--- src/rtl/tmr_pkg.sv ---
`timescale 1ns/1ps
package tmr_pkg;
  localparam int CNT_W    = 8;
  localparam int SEL_W    = 3;
  localparam int N_PRE    = 5;
  localparam int N_CMP    = 2;
  localparam int N_FLAGS  = N_CMP + 1;
  localparam int FLAG_OVF = 0;
  localparam logic [SEL_W-1:0] SEL_OFF      = 3'd0;
  localparam logic [SEL_W-1:0] SEL_EXT_FALL = 3'd6;
  localparam logic [SEL_W-1:0] SEL_EXT_RISE = 3'd7;
endpackage

--- src/rtl/tmr_tick_sel.sv ---
`timescale 1ns/1ps
module tmr_tick_sel
  import tmr_pkg::*;
#(
  parameter int NP = N_PRE
) (
  input  logic             clk,
  input  logic             rst_ni,
  input  logic [SEL_W-1:0] sel_i,
  input  logic [NP-1:0]    presc_i,
  input  logic             pin_i,
  output logic             tick_o
);
  logic s1_q, s2_q, prev_q;
  logic s1_d, s2_d, prev_d;
  logic rise, fall;

  always_comb begin
    s1_d   = pin_i;
    s2_d   = s1_q;
    prev_d = s2_q;
  end

  always_ff @(posedge clk or negedge rst_ni) begin
    if (!rst_ni) begin
      s1_q   <= 1'b0;
      s2_q   <= 1'b0;
      prev_q <= 1'b0;
    end else begin
      s1_q   <= s1_d;
      s2_q   <= s2_d;
      prev_q <= prev_d;
    end
  end

  assign rise = s2_q & ~prev_q;
  assign fall = ~s2_q & prev_q;

  always_comb begin
    tick_o = 1'b0;
    if (sel_i == SEL_EXT_FALL)      tick_o = fall;
    else if (sel_i == SEL_EXT_RISE) tick_o = rise;
    else begin
      for (int i = 0; i < NP; i++)
        if (int'(sel_i) == i + 1) tick_o = presc_i[i];
    end
  end
endmodule

--- src/rtl/tmr_counter.sv ---
`timescale 1ns/1ps
module tmr_counter #(
  parameter int W = 8
) (
  input  logic         clk,
  input  logic         rst_ni,
  input  logic         tick_i,
  input  logic         clr_i,
  input  logic         dn_i,
  input  logic         wr_i,
  input  logic [W-1:0] wdata_i,
  output logic [W-1:0] cnt_o,
  output logic         ovf_evt_o
);
  logic [W-1:0] cnt_q, cnt_d;
  logic         cnt_en;

  assign cnt_en = wr_i | tick_i;

  always_comb begin
    cnt_d = cnt_q;
    if (wr_i)        cnt_d = wdata_i;
    else if (clr_i)  cnt_d = '0;
    else if (dn_i)   cnt_d = cnt_q - 1'b1;
    else             cnt_d = cnt_q + 1'b1;
  end

  always_ff @(posedge clk or negedge rst_ni) begin
    if (!rst_ni)     cnt_q <= '0;
    else if (cnt_en) cnt_q <= cnt_d;
  end

  assign cnt_o     = cnt_q;
  assign ovf_evt_o = tick_i & ~wr_i & ~clr_i & ~dn_i & (cnt_q == '1);

  // without tick or load the count holds
  p_hold_idle_r1: assert property (@(posedge clk) disable iff (!rst_ni)
    (!tick_i && !wr_i) |=> $stable(cnt_q));
  // host load wins
  p_host_load_r5: assert property (@(posedge clk) disable iff (!rst_ni)
    wr_i |=> (cnt_q == $past(wdata_i)));
  // overflow event lands on zero
  p_ovf_wrap_r7: assert property (@(posedge clk) disable iff (!rst_ni)
    ovf_evt_o |=> (cnt_q == '0));
endmodule

--- src/rtl/tmr_cmp_chan.sv ---
`timescale 1ns/1ps
module tmr_cmp_chan #(
  parameter int W = 8
) (
  input  logic         clk,
  input  logic         rst_ni,
  input  logic         buf_wr_i,
  input  logic [W-1:0] wdata_i,
  input  logic [W-1:0] cnt_i,
  input  logic         at_bottom_i,
  input  logic         tick_ok_i,
  output logic         match_o
);
  logic [W-1:0] buf_q, buf_d, act_q, act_d;

  always_comb begin
    buf_d = buf_wr_i ? wdata_i : buf_q;
    act_d = at_bottom_i ? buf_q : act_q;
  end

  always_ff @(posedge clk or negedge rst_ni) begin
    if (!rst_ni) begin
      buf_q <= '0;
      act_q <= '0;
    end else begin
      buf_q <= buf_d;
      act_q <= act_d;
    end
  end

  assign match_o = tick_ok_i & (cnt_i == act_q);

  // active value reloads from buffer at bottom
  p_act_load_r8: assert property (@(posedge clk) disable iff (!rst_ni)
    $past(at_bottom_i) |-> (act_q == $past(buf_q)));
endmodule

--- src/rtl/tmr_flags.sv ---
`timescale 1ns/1ps
module tmr_flags #(
  parameter int N = 3
) (
  input  logic         clk,
  input  logic         rst_ni,
  input  logic [N-1:0] set_i,
  input  logic [N-1:0] clr_i,
  input  logic [N-1:0] en_i,
  output logic [N-1:0] flags_o,
  output logic         irq_o
);
  logic [N-1:0] flg_q, flg_d;

  always_comb flg_d = (flg_q & ~clr_i) | set_i;

  always_ff @(posedge clk or negedge rst_ni) begin
    if (!rst_ni) flg_q <= '0;
    else         flg_q <= flg_d;
  end

  assign flags_o = flg_q;
  assign irq_o   = |(flg_q & en_i);

  // a flag only rises from a set event
  p_flag_cause_r10: assert property (@(posedge clk) disable iff (!rst_ni)
    ((flg_q & ~$past(flg_q) & ~$past(set_i)) == '0));
  // a clear without set empties the flag
  p_flag_clr_r10: assert property (@(posedge clk) disable iff (!rst_ni)
    (($past(clr_i & ~set_i) & flg_q) == '0));
endmodule

--- src/rtl/tmr8_core.sv ---
`timescale 1ns/1ps
module tmr8_core
  import tmr_pkg::*;
(
  input  logic               clk,
  input  logic               rst_n,
  input  logic [SEL_W-1:0]   clk_sel,
  input  logic [N_PRE-1:0]   presc_tick,
  input  logic               ext_pin,
  input  logic               count_down,
  input  logic               count_clear,
  input  logic               host_cnt_wr,
  input  logic [CNT_W-1:0]   host_wdata,
  input  logic [N_CMP-1:0]   host_cmp_wr,
  input  logic [N_FLAGS-1:0] host_flag_clr,
  input  logic [N_FLAGS-1:0] irq_en,
  output logic [CNT_W-1:0]   count,
  output logic               at_top,
  output logic               at_bottom,
  output logic [N_FLAGS-1:0] flags,
  output logic               irq
);
  logic rst_s1_q, rst_s2_q, rst_int;
  logic tick, ovf_evt, tick_ok;
  logic [CNT_W-1:0]   cnt;
  logic [N_CMP-1:0]   match;
  logic [N_FLAGS-1:0] set_vec;

  always_ff @(posedge clk or negedge rst_n) begin
    if (!rst_n) begin
      rst_s1_q <= 1'b0;
      rst_s2_q <= 1'b0;
    end else begin
      rst_s1_q <= 1'b1;
      rst_s2_q <= rst_s1_q;
    end
  end
  assign rst_int = rst_s2_q;

  tmr_tick_sel #(.NP(N_PRE)) u_tick (
    .clk(clk), .rst_ni(rst_int), .sel_i(clk_sel), .presc_i(presc_tick),
    .pin_i(ext_pin), .tick_o(tick));

  tmr_counter #(.W(CNT_W)) u_cnt (
    .clk(clk), .rst_ni(rst_int), .tick_i(tick), .clr_i(count_clear),
    .dn_i(count_down), .wr_i(host_cnt_wr), .wdata_i(host_wdata),
    .cnt_o(cnt), .ovf_evt_o(ovf_evt));

  assign tick_ok   = tick & ~host_cnt_wr;
  assign at_top    = (cnt == '1);
  assign at_bottom = (cnt == '0);

  for (genvar g = 0; g < N_CMP; g++) begin : g_cmp
    tmr_cmp_chan #(.W(CNT_W)) u_chan (
      .clk(clk), .rst_ni(rst_int), .buf_wr_i(host_cmp_wr[g]),
      .wdata_i(host_wdata), .cnt_i(cnt), .at_bottom_i(at_bottom),
      .tick_ok_i(tick_ok), .match_o(match[g]));
  end

  assign set_vec = {match, ovf_evt};

  tmr_flags #(.N(N_FLAGS)) u_flags (
    .clk(clk), .rst_ni(rst_int), .set_i(set_vec), .clr_i(host_flag_clr),
    .en_i(irq_en), .flags_o(flags), .irq_o(irq));

  assign count = cnt;

  // top and bottom never together
  p_top_bottom_r6: assert property (@(posedge clk) disable iff (!rst_int)
    !(at_top && at_bottom));
endmodule

--- config.mk ---
export PLATFORM = sky130hd
export DESIGN_NAME = tmr8_core
export DESIGN_NICKNAME = d
export VERILOG_FILES = /design/src/rtl/tmr_pkg.sv /design/src/rtl/tmr_tick_sel.sv /design/src/rtl/tmr_counter.sv /design/src/rtl/tmr_cmp_chan.sv /design/src/rtl/tmr_flags.sv /design/src/rtl/tmr8_core.sv
export SDC_FILE = /design/constraint.sdc
export NUM_CORES = 1
export LEC_CHECK = 0
export BUFFER_PORTS_ARGS = -buffer_cell sky130_fd_sc_hd__buf_2
export CAP_MARGIN = 20
export CORE_ASPECT_RATIO = 0.9
export CORE_MARGIN = 2
export CORE_UTILIZATION = 42
export CTS_CLUSTER_SIZE = 40
export DETAILED_ROUTE_END_ITERATION = 8
export GPL_TIMING_DRIVEN = 0
export HOLD_SLACK_MARGIN = 0.15
export PLACE_DENSITY_LB_ADDON = 0.25
export SYNTH_ARGS = -nofsm -noshare
export SYNTH_HDL_FRONTEND = slang
export SYNTH_SLANG_ARGS = --single-unit
--- constraint.sdc ---
create_clock -name clk -period 3.85 [get_ports clk]
set_input_delay 0.5775 -clock clk [delete_from_list [all_inputs] [get_ports clk]]
set_output_delay 0.5775 -clock clk [all_outputs]
set_load 0.02 [all_outputs]
==> flow_summary.ini, run 1 <==
[power_and_ir_drop]
intPower_mw = 0.981
pwr-share-comb = 0.239
ir_worst_vdd_mv = 0.245
p_switching_mw = 0.442
seqPwrFrac = 0.487
p_clk_frac = 0.273
finalPower_mw = 1.42
p_leak_nw = 1.39
switching_share = 0.310
power_density_nw_per_um2 = 505

[timing]
rsz0062_at_grt = false
worst_pin_slew_ns = 0.599
setup_tns_ns = 0
whs_ns = 0.251
max_freq_mhz = 370
finalClockSkew_ns = 0.0117
min_period_ns = 2.71
finalMaxSlewViolations = 0
post-route-period-util = 0.703
maxSlewHeadroom = 0.600
hold_viol = 0
setup_violations = 0

[worst_setup_path]
path_max_fanout = 10
worstSetupEndpointType = primary output
worstSetupPathType = flip-flop to primary output
reg2reg_from = u_cnt.cnt_o[3]
reg2reg_slack_ns = 1.67
cpMaxStageDelayCell = dfrtp_1
r2r_cells = 7
critPathMaxStageDelay_ns = 0.42
start_kind = flip-flop
crit_path_cell_trace = buf_2 > nor4_1 > nand2_1 > clkinv_1 > buf_2 > buf_2
crit_arrival_ns = 2.13
path_common_cell = buf_2
cp.required_ns = 3.27
reg2reg_to = u_cnt.cnt_o[7]

[cts]
ctsHtreeMaxLevel = 2
cts_hold_buffers = 3
cts_buffers = 5
cts_resized = 0
cts_buffer_depth = 2
postCtsSetupBuffers = 0
clock_sinks = 48
clkSlewWorstSetupHoldPaths_ns = 0.10
cts_tree = yes
clock_latency_ns = 0.30
cts-root-buf = clkbuf_8

[placement]
placedInstanceArea_um2 = 2670
dp_hpwl_mm = 3.64
gp_congestion = 0.791
port_buffers = 41

[final_layout]
nets = 312
layout-drive-gt1-share = 0.275
final_common_cell = nand2_1
layout_common_cells = nand2_1, dfrtp_1, buf_2
n_fill_cell = 514
antennaDiodeCount = 0
final_util = 0.527
area_growth_pct = 19.6
finish.instance_area_um2 = 2820

[floorplan]
die_h_um = 75.1
dieArea_um2 = 6230
fp.dieW_um = 83.0
ios = 44
rows = 25
core_um2 = 5350
start_util = 0.441

[synthesis]
syn_area_um2 = 2360
synth_area_leaders = dfrtp_1, nand2_1, mux2_2, xor2_1, ha_1
synthArstFlopShare = 1.00
yosysSeqAreaShare = 0.510
synth_top_area_frac = 0.510
synth_top_flop_cell = dfrtp_1
ys_warn_count = 0
yosysTopAreaCell = dfrtp_1
synth_nets = 260
yosysUniqueCellTypes = 40
synth.avg_cell_area_um2 = 10.6
synth-edff-count = 0
synth_cells = 223
ys_seq_elements = 48

[detailed_routing]
drt-vias-per-instance = 5.07
wirelength_mm = 4.97
remaining_drc_errors = 0
first_pass_iters = 4
vias = 1739
drt_iter0_markers = 71
ant_nets = 0
avgRoutedWirePerCell_um = 14.5

[global_route]
grt_pass1_vias = 1684
antenna_found_initial = 0
gr-total-overflow = 0
grt_max_degree = 39
grt_usage = 0.176
grt_pass1_wl_mm = 8.48

[outcome]
status = completed

[hold_path]
hp-class = flip-flop to asynchronous set/reset pin

[job]
maxCapViolCount = 0
routing by layer:
metal,global-route usage,vias up,share of wire
met2,0.263,48,0.42
met1,0.262,823,0.51
met3,0.0362,5,0.053
li1,-,863,-
met4,0.0492,0,0.010
met5,0,-,0
how the worst max path moves through the flow:
stage,end,cells past startpoint,startpoint,slack (ns)
after floorplan,u_cnt.cnt_o[7],7,count_down,1.80
after global placement,u_cnt.cnt_o[7],8,count_down,1.44
after detailed placement,u_cnt.cnt_o[7],8,count_down,1.43
after CTS,at_bottom,6,u_cnt.cnt_o[7],1.09
after global routing,at_bottom,6,u_cnt.cnt_o[7],0.88
final,at_bottom,6,u_cnt.cnt_o[0],1.14
registers in the layout, indices dropped and copies added (netlist names):
signal              count
u_tick.prev_q           1
u_cnt.cnt_o             8
u_tick.s1_q             1
rst_s1_q                1
rst_int                 1
u_flags.flags_o         3
u_tick.prev_d           1
g_cmp.u_chan.act_q     16
g_cmp.u_chan.buf_q     16
power by group through the flow:
stage,logic (mW),clock network [mW],registers (mW)
after floorplan,0.236,0,0.705
after global placement,0.322,0,0.710
after detailed placement,0.338,0,0.704
after CTS,0.344,0.395,0.694
after global routing,0.387,0.420,0.709
final,0.341,0.388,0.693
worst max-delay path, delay by kind of cell (launching register included):
family | cells | cell delay (ns)
simple gates | 2 | 0.52
flops | 1 | 0.42
buf+inv | 4 | 0.87
per-stage QoR:
step / instances / setup WS [ns]
2_1_floorplan: 223 / 1.80
3_3_place_gp: 331 / 1.44
3_5_place_dp: 332 / 1.43
4_1_cts: 343 / 1.09
5_1_grt: 343 / 0.883
6_report: 343 / 1.14
cells in the mapped netlist, types with 2 or more instances:
cell type and count:
nand3_1 3, nand4_1 3, o21ai_0 9, clkbuf_1 5
inv_1 7, nor2_1 6, nor2b_1 2, ha_1 6
dfrtp_1 48, nand2_1 49, a21oi_1 5, nor4_1 6
nand3b_1 3, xor2_1 19, buf_2 3, a22oi_1 7
mux2_2 16, nor3_1 2, a311oi_2 2, xnor2_1 2
logic make-up (layout without fill, tap and decap cells):
kind of cell | Yosys count | in the layout | share of synthesized area
AND/OR/NAND/NOR | 78 | 78 | 0.151
buffers and inverters | 17 | 70 | 0.0318
adder cells (fa/ha/maj) | 7 | 7 | 0.0403
multiplexers | 18 | 18 | 0.0855
XOR/XNOR | 21 | 21 | 0.0780
flip-flops | 48 | 48 | 0.510
AO/OA/AOI/OAI | 33 | 33 | 0.102
other | 1 | 1 | 0.00159
layout make-up:
class	count	area, um^2	share of cell area
tap	67	83.8	0.0297
timing repair buffer	45	255	0.0905
clock inverter	2	38.8	0.0138
multi-input combinational	158	1080	0.383
buffer	9	45.0	0.0160
sequential	48	1200	0.427
clock buffer	6	82.6	0.0293
inverter	8	30.0	0.0107
(Power assumes the default switching activity.)
==> run 2, diff against run 1 <==
==> constraint.sdc (replaced) <==
create_clock -name clk -period 2.4 [get_ports clk]
set_input_delay 0.36 -clock clk [delete_from_list [all_inputs] [get_ports clk]]
set_output_delay 0.36 -clock clk [all_outputs]
set_load 0.02 [all_outputs]
==> run 2 against run 1 <==
  * Critical path depth unchanged
  * Utilization rose by 1.1 points
  * Clock power grew 60%
  * Worst hold slack worse by 0.023 ns
  * First-iteration DRC count up 18%
  * Design area rose by 2.1%
  * Worst setup slack got worse by 0.95 ns
  * Power is 61% higher
  * Combinational power grew 63%
  * Global-route usage rose by 0.14 points
  * Critical endpoint unchanged
==> flow_summary.ini, run 2 (synthesized netlist as in run 1, its figures left out) <==
[floorplan]
ios = 44
dieArea_um2 = 6230
start_util = 0.441
core_um2 = 5350
fp.dieW_um = 83.0
die_h_um = 75.1
rows = 25

[detailed_routing]
remaining_drc_errors = 0
first_pass_iters = 4
drt-vias-per-instance = 5.07
avgRoutedWirePerCell_um = 14.4
ant_nets = 0
vias = 1766
drt_iter0_markers = 84
wirelength_mm = 5.00

[final_layout]
area_growth_pct = 22.1
antennaDiodeCount = 0
nets = 317
final_util = 0.538
final_common_cell = nand2_1
layout_common_cells = nand2_1, dfrtp_1, buf_2
stdcell_count = 348
layout-drive-gt1-share = 0.299

[cts]
cts_buffer_depth = 2
clock_latency_ns = 0.30
cts-root-buf = clkbuf_8
cts_tree = yes
ctsHtreeMaxLevel = 2
cts_buffers = 5
clock_sinks = 48
clkSlewWorstSetupHoldPaths_ns = 0.09

[worst_setup_path]
reg2reg_from = u_cnt.cnt_o[1]
path_max_fanout = 10
reg2reg_to = u_cnt.cnt_o[7]
cpMaxStageDelayCell = dfrtp_1
critPathMaxStageDelay_ns = 0.41
crit_path_cell_trace = buf_2 > nor4_2 > nand2_1 > clkinvlp_4 > buf_4 > buf_2
start_kind = flip-flop
worstSetupPathType = flip-flop to primary output
reg2reg_slack_ns = 0.23
crit_arrival_ns = 1.85
r2r_cells = 7
path_common_cell = buf_2
critPathTopFamily = buffers and inverters
cp_num_buf_inv = 4
cp.required_ns = 2.04
worstSetupEndpointType = primary output

[timing]
maxSlewHeadroom = 0.595
min_period_ns = 2.21
finalMaxSlewViolations = 0
setup_violations = 0
timing.final.ws_setup_ns = 0.190
post-route-period-util = 0.921
setup_tns_ns = 0
rsz0062_at_grt = false
finalClockSkew_ns = 0.0102
hold_viol = 0
max_freq_mhz = 453
worst_pin_slew_ns = 0.607

[power_and_ir_drop]
ir_worst_vdd_mv = 0.394
p_clk_frac = 0.271
p_leak_nw = 1.41
seqPwrFrac = 0.486
switching_share = 0.311
power_density_nw_per_um2 = 797
p_switching_mw = 0.714
pwr-share-comb = 0.243
intPower_mw = 1.58

[placement]
placedCellCount = 332
port_buffers = 41
pre_cts_slack_ns = 0.200
dp_hpwl_mm = 3.64
gp_congestion = 0.791

[hold_path]
hp-start = host_flag_clr[2]
min_to = u_flags.flags_o[2]
hp-class = input pin to flip-flop
min_delay_path_depth = 2

[outcome]
status = completed

[global_route]
gr-total-overflow = 0
grt_pass1_wl_mm = 8.54
grt_pass1_vias = 1696
antenna_found_initial = 0
grt_max_degree = 39
grt_usage = 0.177

[job]
maxCapViolCount = 0
==> run 2: worst max path at each step <==
| stage | slack [ns] | startpoint | cells past startpoint | endpoint |
|---|---|---|---|---|
| after floorplan | 0.38 | u_cnt.cnt_o[3] | 7 | u_cnt.cnt_o[7] |
| after global placement | 0.21 | count_down | 8 | u_cnt.cnt_o[7] |
| after detailed placement | 0.20 | count_down | 8 | u_cnt.cnt_o[7] |
| after CTS | 0.03 | u_cnt.cnt_o[7] | 6 | at_bottom |
| after global routing | 0.002 | u_cnt.cnt_o[0] | 6 | at_bottom |
| final | 0.19 | u_cnt.cnt_o[0] | 6 | at_bottom |
==> run 2: power groups by stage <==
stage	sequential, mW	clock [mW]	combinational, mW
finish	1.12	0.622	0.556
global route	1.14	0.674	0.630
CTS	1.11	0.633	0.554
detailed placement	1.13	0	0.542
global placement	1.14	0	0.516
floorplan	1.13	0	0.379
==> run 2: timing repair <==
action                     CTS  global route
hold buffers                 4             0
hold endpoints to repair     7             0
buffers inserted             1             3
setup endpoints to repair    1             1
gates resized for setup      0             6
pin swaps                    1             0
==> run 2: layer usage <==
| metal | track usage | share of wire | vias up |
|---|---|---|---|
| met5 | 0 | 0 | - |
| met4 | 0.0492 | 0.010 | 0 |
| met3 | 0.0362 | 0.048 | 5 |
| met2 | 0.265 | 0.42 | 49 |
| met1 | 0.265 | 0.52 | 835 |
| li1 | - | - | 877 |
==> run 2: layout make-up <==
cell class,count,area (um^2)
fillers,502,2470
flip-flops and latches,48,1200
multi-input cells,158,1090
repair buffers,50,295
well taps,67,83.8
clock buffers,6,82.6
plain buffers,9,47.5
clock inverters,2,38.8
inverters,8,33.8
==> run 2: through the flow <==
| stage | total power [mW] | cell area (um^2) | hold slack (ns) |
|---|---|---|---|
| after detailed placement | 1.67 | 2670 | 0.129 |
| after global routing | 2.44 | 2880 | 0.218 |
| after global placement | 1.65 | 2650 | 0.145 |
| after CTS | 2.30 | 2840 | 0.224 |
| final | 2.29 | 2880 | 0.228 |
| after floorplan | 1.51 | 2360 | 0.0644 |
==> run 3, diff against run 2 <==
--- a/config.mk
+++ b/config.mk
@@ -5,16 +5,16 @@
 export SDC_FILE = /design/constraint.sdc
 export NUM_CORES = 1
 export LEC_CHECK = 0
-export BUFFER_PORTS_ARGS = -buffer_cell sky130_fd_sc_hd__buf_2
+export ABC_AREA = 1
 export CAP_MARGIN = 20
 export CORE_ASPECT_RATIO = 0.9
 export CORE_MARGIN = 2
 export CORE_UTILIZATION = 42
 export CTS_CLUSTER_SIZE = 40
 export DETAILED_ROUTE_END_ITERATION = 8
+export DONT_BUFFER_PORTS = 1
 export GPL_TIMING_DRIVEN = 0
 export HOLD_SLACK_MARGIN = 0.15
-export PLACE_DENSITY_LB_ADDON = 0.25
 export SYNTH_ARGS = -nofsm -noshare
 export SYNTH_HDL_FRONTEND = slang
 export SYNTH_SLANG_ARGS = --single-unit
==> run 3 against run 2 <==
  * Wire length is 7.4% higher
  * Clock-buffer cell count is 1 lower
  * Maximum frequency is 2.9% higher
  * Synthesized cell count is 37% higher
  * Largest power group unchanged
  * Non-clock buffer count is 45 lower
  * Clock power is 27% higher
  * Highest routed layer unchanged
  * Global-route usage is 0.73 points lower
==> flow_summary.ini, run 3 <==
[outcome]
status = completed

[floorplan]
rows = 27
start_util = 0.433
die_h_um = 79.4
ios = 44
dieArea_um2 = 6960
fp.dieW_um = 87.7
core_um2 = 6110

[timing]
rsz0062_at_grt = false
max_freq_mhz = 466
setup_tns_ns = 0
finalClockSkew_ns = 0.00825
finalMaxSlewViolations = 0
min_period_ns = 2.15
setup_violations = 0
worst_pin_slew_ns = 0.537
post-route-period-util = 0.894
whs_ns = 0.194
maxSlewHeadroom = 0.642
hold_viol = 0

[cts]
clock_latency_ns = 0.30
clkSlewWorstSetupHoldPaths_ns = 0.09
clock_sinks = 48
postCtsSetupBuffers = 0
cts-root-buf = clkbuf_8
ctsHtreeMaxLevel = 2
cts_buffer_depth = 2
cts_tree = yes
cts_buffers = 5

[synthesis]
synth.mux.area_fraction = 0.0595
ys_seq_elements = 48
yosysMostFrequentCell = nand2_1
synth-xor-area-share = 0.0595
synthArstFlopShare = 1.00
synthAdderAreaFrac = 0.0359
synth_top_flop_cell = dfrtp_1
yosysUniqueCellTypes = 29
ys_warn_count = 0
synth-edff-count = 0
yosysSeqAreaShare = 0.453
synth_compound_area_frac = 0.0760
synth_top_family_by_area = simple AND/OR/NAND/NOR gates
synth_simple_gate_area_frac = 0.216
synth.avg_cell_area_um2 = 8.69
yosysTopAreaCell = dfrtp_1
synth_top_area_frac = 0.453
ys_top_cells_by_count = nand2_1, dfrtp_1, inv_1
syn_area_um2 = 2650
synth_cells = 305
synth_nets = 342
synth_area_leaders = dfrtp_1, nand2_1, inv_1, mux2_2, xnor2_1

[power_and_ir_drop]
seqPwrFrac = 0.449
p_leak_nw = 1.45
p_switching_mw = 0.800
power_density_nw_per_um2 = 896
ir_worst_vdd_mv = 0.398
p_clk_frac = 0.296
intPower_mw = 1.87
switching_share = 0.300
pwr-share-comb = 0.255

[worst_setup_path]
path_common_cell = buf_6
critPathMaxStageDelay_ns = 0.50
r2r_cells = 10
crit_arrival_ns = 1.79
cp.required_ns = 2.04
crit_path_cell_trace = buf_6 > nor4_1 > and2_1 > buf_6 > buf_6
path_max_fanout = 10
critPathTopFamily = buffers and inverters
worst-path-stages = 5
cp_num_buf_inv = 3
cpMaxStageDelayCell = dfrtp_1
worstSetupEndpointType = primary output
start_kind = flip-flop
worstSetupPathType = flip-flop to primary output

[global_route]
grt_usage = 0.170
use_met3 = 0.0405
grt-busiest-layer = met2
gr-usage-met1 = 0.223
gr-total-overflow = 0
antenna_found_initial = 0
grt_pass1_vias = 1868
grt_max_degree = 31
grt_pass1_wl_mm = 9.09
grtUsageMet2 = 0.283

[final_layout]
stdcell_count = 405
nets = 354
antennaDiodeCount = 0
final_util = 0.487
layout-drive-gt1-share = 0.160
final_common_cell = nand2_1
layout_common_cells = nand2_1, inv_1, dfrtp_1
area_growth_pct = 12.4

[placement]
gp_congestion = 0.872
placedCellCount = 393
dp_hpwl_mm = 4.16
port_buffers = 0

[job]
maxCapViolCount = 0

[detailed_routing]
drt-vias-per-instance = 4.76
wirelength_mm = 5.37
vias = 1926
ant_nets = 0
remaining_drc_errors = 0
first_pass_iters = 4
avgRoutedWirePerCell_um = 13.3
drt_iter0_markers = 40

[hold_path]
min_delay_path_depth = 3
hp-class = input pin to flip-flop
-- run 3: layout make-up --
class,count,area (um^2)
Timing Repair Buffer,5,60.1
Clock inverter,3,90.1
Multi-Input combinational cell,199,1190
Buffer,9,76.3
Inverter,49,184
Fill cell,607,3140
Clock buffer,5,68.8
Sequential cell,48,1200
Tap cell,87,109
-- run 3: layer usage --
layer	wire (um)	share of wire	up-vias
met5	0	0	-
met2	2610	0.49	31
li1	-	-	990
met1	2500	0.47	901
met3	221	0.041	4
met4	43	0.0080	0
-- run 3: worst paths after layout --
kind                                   from                  endpoint  slack (ns)
setup / recovery             u_cnt.cnt_o[0]                 at_bottom        0.25
hold / removal             host_flag_clr[0]        u_flags.flags_o[0]        0.19
setup reg to reg             u_cnt.cnt_o[2]            u_cnt.cnt_o[5]        0.63
hold reg to reg                     rst_int               u_tick.s1_q        0.21
max in group asynchronous           rst_int  g_cmp[0].u_chan.act_q[1]        1.69
min in group asynchronous           rst_int               u_tick.s1_q        0.21
-- run 3: worst min-delay path: cells and delay by family --
| kind | cells | cell delay (ns) |
|---|---|---|
| buffers and inverters | 1 | 0.02 |
| and+or+nand+nor | 2 | 0.08 |
-- run 3: cells by family after synthesis --
group,count (synthesis)
and+or+nand+nor,129
buffers and inverters,58
DFF,48
AOI/OAI and AO/OA,30
xor gates and xnor gates,18
muxes,14
adders and majority gates,7
other,1
-- run 3: per-stage QoR --
stage / worst slack [ns] / power (mW) / instance area, um^2
final: 0.254 / 2.67 / 2980
after global routing: 0.154 / 2.86 / 2980
after CTS: 0.221 / 2.70 / 2980
after detailed placement: 0.562 / 1.89 / 2780
after global placement: 0.377 / 1.87 / 2760
after floorplan: 0.731 / 1.75 / 2650
-- run 3: what timing repair did --
action	4_1_cts	5_1_grt
hold buffers	4	0
resized for setup	0	0
endpoints found under the hold margin	5	0
-- run 3: power by group through the flow --
| stage | Combinational [mW] | Sequential [mW] | Clock (mW) |
|---|---|---|---|
| CTS | 0.691 | 1.20 | 0.810 |
| finish | 0.681 | 1.20 | 0.790 |
| global placement | 0.652 | 1.22 | 0 |
| global route | 0.784 | 1.23 | 0.849 |
| floorplan | 0.580 | 1.17 | 0 |
| detailed placement | 0.677 | 1.21 | 0 |
